[config.mk]
export PLATFORM = sky130hd
export DESIGN_NAME = vps_rd_slave
export DESIGN_NICKNAME = d
export VERILOG_FILES = /design/src/rtl/vps_rd_pkg.sv /design/src/rtl/vps_bus_cond.sv /design/src/rtl/vps_out_bank.sv /design/src/rtl/vps_rd_engine.sv /design/src/rtl/vps_rd_slave.sv
export SDC_FILE = /design/constraint.sdc
export NUM_CORES = 1
export LEC_CHECK = 0
export BUFFER_PORTS_ARGS = -buffer_cell sky130_fd_sc_hd__buf_4
export CAP_MARGIN = 20
export CORE_MARGIN = 2
export CORE_UTILIZATION = 35
export DETAILED_ROUTE_END_ITERATION = 16
export PLACE_DENSITY = 0.52
export SYNTH_ARGS = -nofsm -noshare
export SYNTH_HDL_FRONTEND = slang
export SYNTH_SLANG_ARGS = --single-unit
[constraint.sdc]
create_clock -name clk -period 3.1 [get_ports clk]
set_input_delay 0.155 -clock clk [delete_from_list [all_inputs] [get_ports clk]]
set_output_delay 0.155 -clock clk [all_outputs]
set_load 0.05 [all_outputs]
[src/rtl/vps_rd_pkg.sv]
package vps_rd_pkg;
  localparam int BYTE_W = 8;

  typedef enum logic [2:0] {
    ST_IDLE,
    ST_ADDR,
    ST_AACK,
    ST_SEND,
    ST_MACK,
    ST_WAIT
  } rd_state_t;
endpackage

[src/rtl/vps_bus_cond.sv]
module vps_bus_cond #(
  parameter int SYNC_STAGES = 2,
  parameter int FILT_LEN    = 3
) (
  input  logic clk,
  input  logic rst,
  input  logic scl_i,
  input  logic sda_i,
  output logic sda_f,
  output logic scl_rise,
  output logic scl_fall,
  output logic start_p,
  output logic stop_p
);
  logic [SYNC_STAGES-1:0] scl_sy, sda_sy;
  logic [FILT_LEN-1:0]    scl_h, sda_h;
  logic                   scl_f, scl_d, sda_d;

  always_ff @(posedge clk) begin
    if (rst) begin
      scl_sy <= '1;
      sda_sy <= '1;
      scl_h  <= '1;
      sda_h  <= '1;
      scl_f  <= 1'b1;
      sda_f  <= 1'b1;
      scl_d  <= 1'b1;
      sda_d  <= 1'b1;
    end else begin
      scl_sy <= {scl_sy[SYNC_STAGES-2:0], scl_i};
      sda_sy <= {sda_sy[SYNC_STAGES-2:0], sda_i};
      scl_h  <= {scl_h[FILT_LEN-2:0], scl_sy[SYNC_STAGES-1]};
      sda_h  <= {sda_h[FILT_LEN-2:0], sda_sy[SYNC_STAGES-1]};
      if (&scl_h)       scl_f <= 1'b1;
      else if (~|scl_h) scl_f <= 1'b0;
      if (&sda_h)       sda_f <= 1'b1;
      else if (~|sda_h) sda_f <= 1'b0;
      scl_d <= scl_f;
      sda_d <= sda_f;
    end
  end

  assign scl_rise = scl_f & ~scl_d;
  assign scl_fall = ~scl_f & scl_d;
  assign start_p  = scl_f & scl_d & sda_d & ~sda_f;
  assign stop_p   = scl_f & scl_d & ~sda_d & sda_f;
endmodule

[src/rtl/vps_out_bank.sv]
module vps_out_bank #(
  parameter int W = 40
) (
  input  logic         clk,
  input  logic         rst,
  input  logic [W-1:0] cap_bank,
  input  logic         cap_load,
  input  logic         busy,
  input  logic         bus_evt,
  input  logic         consume,
  output logic [W-1:0] bank_q,
  output logic         new_flag,
  output logic         pending
);
  logic hold_now;
  assign hold_now = busy & ~bus_evt;

  always_ff @(posedge clk) begin
    if (rst) begin
      bank_q   <= '1;
      new_flag <= 1'b0;
      pending  <= 1'b0;
    end else begin
      // clear first so that a copy landing at the same event wins
      if (consume) new_flag <= 1'b0;
      if (pending && bus_evt) begin
        bank_q   <= cap_bank;
        new_flag <= 1'b1;
        pending  <= 1'b0;
      end
      if (cap_load) begin
        if (hold_now) begin
          pending <= 1'b1;
        end else begin
          bank_q   <= cap_bank;
          new_flag <= 1'b1;
          pending  <= 1'b0;
        end
      end
    end
  end
endmodule

[src/rtl/vps_rd_engine.sv]
module vps_rd_engine
  import vps_rd_pkg::*;
#(
  parameter int          NBYTES  = 5,
  parameter logic [7:0]  ADDR_HI = 8'h21,
  parameter logic [7:0]  ADDR_LO = 8'h23,
  localparam int         W       = BYTE_W * NBYTES,
  localparam int         IDX_W   = $clog2(NBYTES + 1)
) (
  input  logic         clk,
  input  logic         rst,
  input  logic         scl_rise,
  input  logic         scl_fall,
  input  logic         sda_f,
  input  logic         start_p,
  input  logic         stop_p,
  input  logic         addr_sel,
  input  logic [W-1:0] bank_q,
  input  logic         new_flag,
  output logic         sda_oe,
  output logic         addressed,
  output logic         consume
);
  localparam int SLOTS = 2 ** IDX_W;

  rd_state_t        state;
  logic [3:0]       bit_cnt;
  logic [IDX_W-1:0] byte_idx;
  logic [7:0]       addr_sh, tx;
  logic             m_ack, sent_any;
  logic [7:0]       slot [SLOTS];
  logic [7:0]       cur_byte, my_addr;

  genvar g;
  generate
    for (g = 0; g < SLOTS; g++) begin : g_slot
      if (g < NBYTES) begin : g_data
        assign slot[g] = bank_q[W-1-BYTE_W*g -: BYTE_W];
      end else begin : g_pad
        assign slot[g] = 8'hFF;
      end
    end
  endgenerate

  assign cur_byte = new_flag ? slot[byte_idx] : 8'hFF;
  assign my_addr  = addr_sel ? ADDR_HI : ADDR_LO;
  assign consume  = (start_p | stop_p) & sent_any;

  always_ff @(posedge clk) begin
    if (rst) begin
      state     <= ST_IDLE;
      bit_cnt   <= '0;
      byte_idx  <= '0;
      addr_sh   <= '0;
      tx        <= '1;
      m_ack     <= 1'b0;
      sent_any  <= 1'b0;
      sda_oe    <= 1'b0;
      addressed <= 1'b0;
    end else if (start_p || stop_p) begin
      state     <= start_p ? ST_ADDR : ST_IDLE;
      bit_cnt   <= '0;
      byte_idx  <= '0;
      sent_any  <= 1'b0;
      sda_oe    <= 1'b0;
      addressed <= 1'b0;
    end else begin
      unique case (state)
        ST_ADDR: begin
          if (scl_rise) begin
            addr_sh <= {addr_sh[6:0], sda_f};
            bit_cnt <= bit_cnt + 4'd1;
          end else if (scl_fall && bit_cnt == 4'd8) begin
            if (addr_sh == my_addr) begin
              state     <= ST_AACK;
              sda_oe    <= 1'b1;
              addressed <= 1'b1;
            end else begin
              state <= ST_WAIT;
            end
          end
        end
        ST_AACK: begin
          if (scl_fall) begin
            tx      <= cur_byte;
            sda_oe  <= ~cur_byte[7];
            bit_cnt <= 4'd1;
            state   <= ST_SEND;
          end
        end
        ST_SEND: begin
          if (scl_fall) begin
            if (bit_cnt == 4'd8) begin
              sda_oe   <= 1'b0;
              sent_any <= 1'b1;
              state    <= ST_MACK;
              if (byte_idx != IDX_W'(NBYTES)) byte_idx <= byte_idx + 1'b1;
            end else begin
              sda_oe  <= ~tx[6];
              tx      <= {tx[6:0], 1'b1};
              bit_cnt <= bit_cnt + 4'd1;
            end
          end
        end
        ST_MACK: begin
          if (scl_rise) begin
            m_ack <= ~sda_f;
          end else if (scl_fall) begin
            if (m_ack) begin
              tx      <= cur_byte;
              sda_oe  <= ~cur_byte[7];
              bit_cnt <= 4'd1;
              state   <= ST_SEND;
            end else begin
              sda_oe <= 1'b0;
              state  <= ST_WAIT;
            end
          end
        end
        default: ;
      endcase
    end
  end
endmodule

[src/rtl/vps_rd_slave.sv]
module vps_rd_slave #(
  parameter int         NBYTES      = 5,
  parameter int         SYNC_STAGES = 2,
  parameter int         FILT_LEN    = 3,
  parameter logic [7:0] ADDR_HI     = 8'h21,
  parameter logic [7:0] ADDR_LO     = 8'h23,
  localparam int        DATA_W      = 8 * NBYTES
) (
  input  logic              clk,
  input  logic              rst,
  input  logic              scl_i,
  input  logic              sda_i,
  output logic              sda_oe,
  input  logic              addr_sel,
  input  logic [DATA_W-1:0] cap_bank,
  input  logic              cap_load
);
  logic              sda_f, scl_rise, scl_fall, start_p, stop_p;
  logic              bus_evt, busy, consume, new_flag, pend;
  logic [DATA_W-1:0] bank_q;

  assign bus_evt = start_p | stop_p;

  vps_bus_cond #(.SYNC_STAGES(SYNC_STAGES), .FILT_LEN(FILT_LEN)) u_cond (
    .clk(clk), .rst(rst), .scl_i(scl_i), .sda_i(sda_i),
    .sda_f(sda_f), .scl_rise(scl_rise), .scl_fall(scl_fall),
    .start_p(start_p), .stop_p(stop_p)
  );

  vps_out_bank #(.W(DATA_W)) u_bank (
    .clk(clk), .rst(rst), .cap_bank(cap_bank), .cap_load(cap_load),
    .busy(busy), .bus_evt(bus_evt), .consume(consume),
    .bank_q(bank_q), .new_flag(new_flag), .pending(pend)
  );

  vps_rd_engine #(.NBYTES(NBYTES), .ADDR_HI(ADDR_HI), .ADDR_LO(ADDR_LO)) u_eng (
    .clk(clk), .rst(rst), .scl_rise(scl_rise), .scl_fall(scl_fall),
    .sda_f(sda_f), .start_p(start_p), .stop_p(stop_p), .addr_sel(addr_sel),
    .bank_q(bank_q), .new_flag(new_flag), .sda_oe(sda_oe),
    .addressed(busy), .consume(consume)
  );
endmodule

==> results.json <==
{
  "status": "finished clean",
  "die_x_um": 110,
  "routedWlPerCell_um": 13.8,
  "met1_length_um": 4460,
  "yosys.area.top_type": "dfxtp_1",
  "hold_viol": 0,
  "drc": 0,
  "clkLatencyLatePin_ns": 0.35,
  "wl_um": 8790,
  "syn_avg_cell_area_sq_um": 8.77,
  "rsz0062_at_grt": "no",
  "dpl.hpwl_um": 5960,
  "hold_class": "in -> reg",
  "synth_edf_count": 0,
  "gp_congestion": 0.806,
  "crit_type": "reg -> reg",
  "diodes": 0,
  "grt_pass1_wl_um": 14800,
  "finClkSkew_ns": 0.0117,
  "clkTransAtPathRegs_ns": 0.09,
  "portBuffers": 46,
  "hold_start": "cap_bank[1]",
  "via_per_inst": 4.99,
  "syn_area_sq_um": 3910,
  "area_growth_pct": 19.9,
  "dr_wl_met3_um": 301,
  "holdWs_ns": 0.0179,
  "grt_usage_pct": 15.8,
  "ys.flop_type": "dfxtp_1",
  "critPathArrivalTime_ns": 2.36,
  "antenna_left": 0,
  "clockBufferDepth": 2,
  "postSynthCellCount": 446,
  "wl_met2_um": 3940,
  "cp-start-kind": "register",
  "grt_pass1_vias": 2981,
  "drive_above_1_share_pct": 18.9,
  "min_to": "u_bank.bank_q[1]",
  "ys_types": 60,
  "fin_crit_ns": 2.12,
  "nets": 543,
  "syn-num-nets": 496,
  "synth_top_area_share_pct": 43.5,
  "cts_setup_buffers": 0,
  "cp-startpoint": "u_eng.state[0]",
  "routed.top_layer": "met4",
  "relSlewSlack_pct": 53.9,
  "synth-seq-cells": 85,
  "fp.coreArea_sq_um": 10900,
  "start_util_pct": 35.9,
  "dieArea_sq_um": 12000,
  "root_buffer": "clkbuf_8",
  "leakage_uw": 0.00193,
  "first_iter_violations": 171,
  "cts_tree": "done",
  "drv_cap": 0,
  "overflow": 0,
  "worstPathRequired_ns": 3.34,
  "yosys_warnings": 0,
  "grt_max_degree": 76,
  "r2r-start": "u_eng.state[0]",
  "end_kind": "register",
  "die_h_um": 110,
  "worst_pin_slew_ns": 0.685,
  "antenna_found_initial": 0,
  "p_per_area_nw_per_um2": 477,
  "r2r_setup_slack_ns": 0.98,
  "synth_top_cells_by_area": "dfxtp_1 (43%), nand3b_1 (8.4%), nand2_1 (8.3%), mux2i_1 (5.6%), nor2_1 (3.4%)",
  "clkSinkCount": 85,
  "htree_levels": 3,
  "rows": 38,
  "crit_fanout": 16,
  "ios": 47,
  "finalSetupTns_ns": 0,
  "cts_buffers": 9,
  "holdPathStages": 3,
  "r2r_cells": 5,
  "max_clock_freq_ghz": 0.471,
  "num_vias": 3185,
  "cts-resized-gates": 0,
  "maxSlewViolCount": 0,
  "dr.pass1.iters": 4,
  "yosysSeqAreaShare_pct": 43.5,
  "peakVddDrop_uv": 253,
  "ys_async_sr_fraction_pct": 0,
  "setup_violations": 0,
  "hold_buffers": 17,
  "r2r-end": "u_eng.tx[0]",
  "min_period_over_period_pct": 68.5
}
[power breakdown]
| part | switching [uW] | internal [uW] |
|---|---|---|
| clock network | 416 | 483 |
| registers | 20.5 | 1130 |
| logic | 84.5 | 100 |
[cells in the final DEF, fill, tap and decap left out, types with 3 or more instances in the layout]
master          n
nand2_1        86
nor2_1         35
clkbuf_8       10
xnor2_1         3
inv_1           5
dlygate4sd3_1  17
nor2b_1         5
mux2i_1        22
o21ai_1         6
a21oi_1        26
buf_4          49
nand2b_1        4
dfxtp_1        85
ha_1            4
o22ai_1         6
nand3b_1       44
a22o_1          7
nor3b_1         4
o21ai_0        12
or2_2          13
[cell families (layout without fill, tap and decap cells)]
logic type / count (synthesis) / after routing / share of synthesized area [%]
mux: 24 / 24 / 6.49
buf+inv: 35 / 87 / 4.83
simple gates: 216 / 216 / 30.0
flops: 85 / 85 / 43.5
compound gates: 77 / 77 / 12.6
xor+xnor: 5 / 5 / 1.31
fa+ha+maj: 4 / 4 / 1.28
[critical path, cell delays in order, from the launching register on]
cell and delay [ns]:
dfxtp_1 0.66, or3b_1 0.27, o2bb2ai_1 0.12, or4_4 0.62, nor4_1 0.27, a21oi_1 0.06
[routing by layer]
metal | vias to the layer above | track usage [%]
li1 | 1627 | -
met1 | 1498 | 22.9
met2 | 51 | 23.5
met5 | - | 0
met3 | 9 | 2.96
met4 | 0 | 4.97
[flip-flops by register name (all words and copies together) (netlist names)]
register / count
u_eng.bit_cnt: 4
u_eng.m_ack: 1
u_cond.sda_d: 1
u_eng.byte_idx: 3
u_eng.state: 3
u_bank.pending: 1
u_cond.scl_f: 1
u_cond.scl_sy: 2
u_bank.new_flag: 1
u_cond.scl_h: 3
u_cond.sda_h: 3
u_cond.scl_d: 1
u_eng.addressed: 1
u_bank.bank_q: 40
u_eng.addr_sh: 8
u_eng.sda_oe: 1
u_cond.sda_sy: 2
u_cond.sda_f: 1
u_eng.tx: 7
u_eng.sent_any: 1
[stage by stage]
| step | power [uW] | util (%) | worst slack, ns | area (sq um) | std cells |
|---|---|---|---|---|---|
| after floorplan | 1270 | - | 1.15 | 3910 | 446 |
| after global placement | 1350 | 39.4 | 1.08 | 4290 | 605 |
| after detailed placement | 1350 | 39.4 | 1.00 | 4290 | 605 |
| after CTS | 2280 | 43.1 | 0.979 | 4690 | 638 |
| after global routing | 2350 | 43.1 | 0.811 | 4690 | 638 |
| final | 2240 | 43.1 | 0.976 | 4690 | 638 |
[area by class of cell]
type                            instances  area (sq um)
Sequential cell                        85          1700
Fill cell                            1121          6200
Timing Repair Buffer                   66           538
Inverter                                5          18.8
Clock inverter                          6          93.8
Clock buffer                           10           138
Multi-Input combinational cell        326          2030
Tap cell                              140           175
[worst max path at each step]
| stage | endpoint | cells past startpoint |
|---|---|---|
| floorplan | u_eng.tx[3] | 8 |
| global placement | u_eng.tx[0] | 5 |
| detailed placement | u_eng.tx[0] | 5 |
| CTS | u_eng.tx[0] | 5 |
| global route | u_eng.tx[0] | 7 |
| finish | u_eng.tx[0] | 5 |
[cells in the mapped netlist, drive strengths merged, types with 2 or more instances]
cell     instances
a32o             2
o21ai           18
a2111oi          2
a21oi           26
o21a             2
or2             13
or4              3
inv              5
and3b            2
clkbuf          16
and2             2
nor4             2
or3              2
mux2i           22
nor3             3
xnor2            4
nand3b          44
dfxtp           85
a22o             7
nor3b            5
nand2           86
nor2            37
a22oi            2
nor2b            6
ha               4
buf             14
o21bai           2
o22ai            6
and2b            2
nand2b           4
o31a             2
No activity file was read; power rests on OpenSTA's default activity.
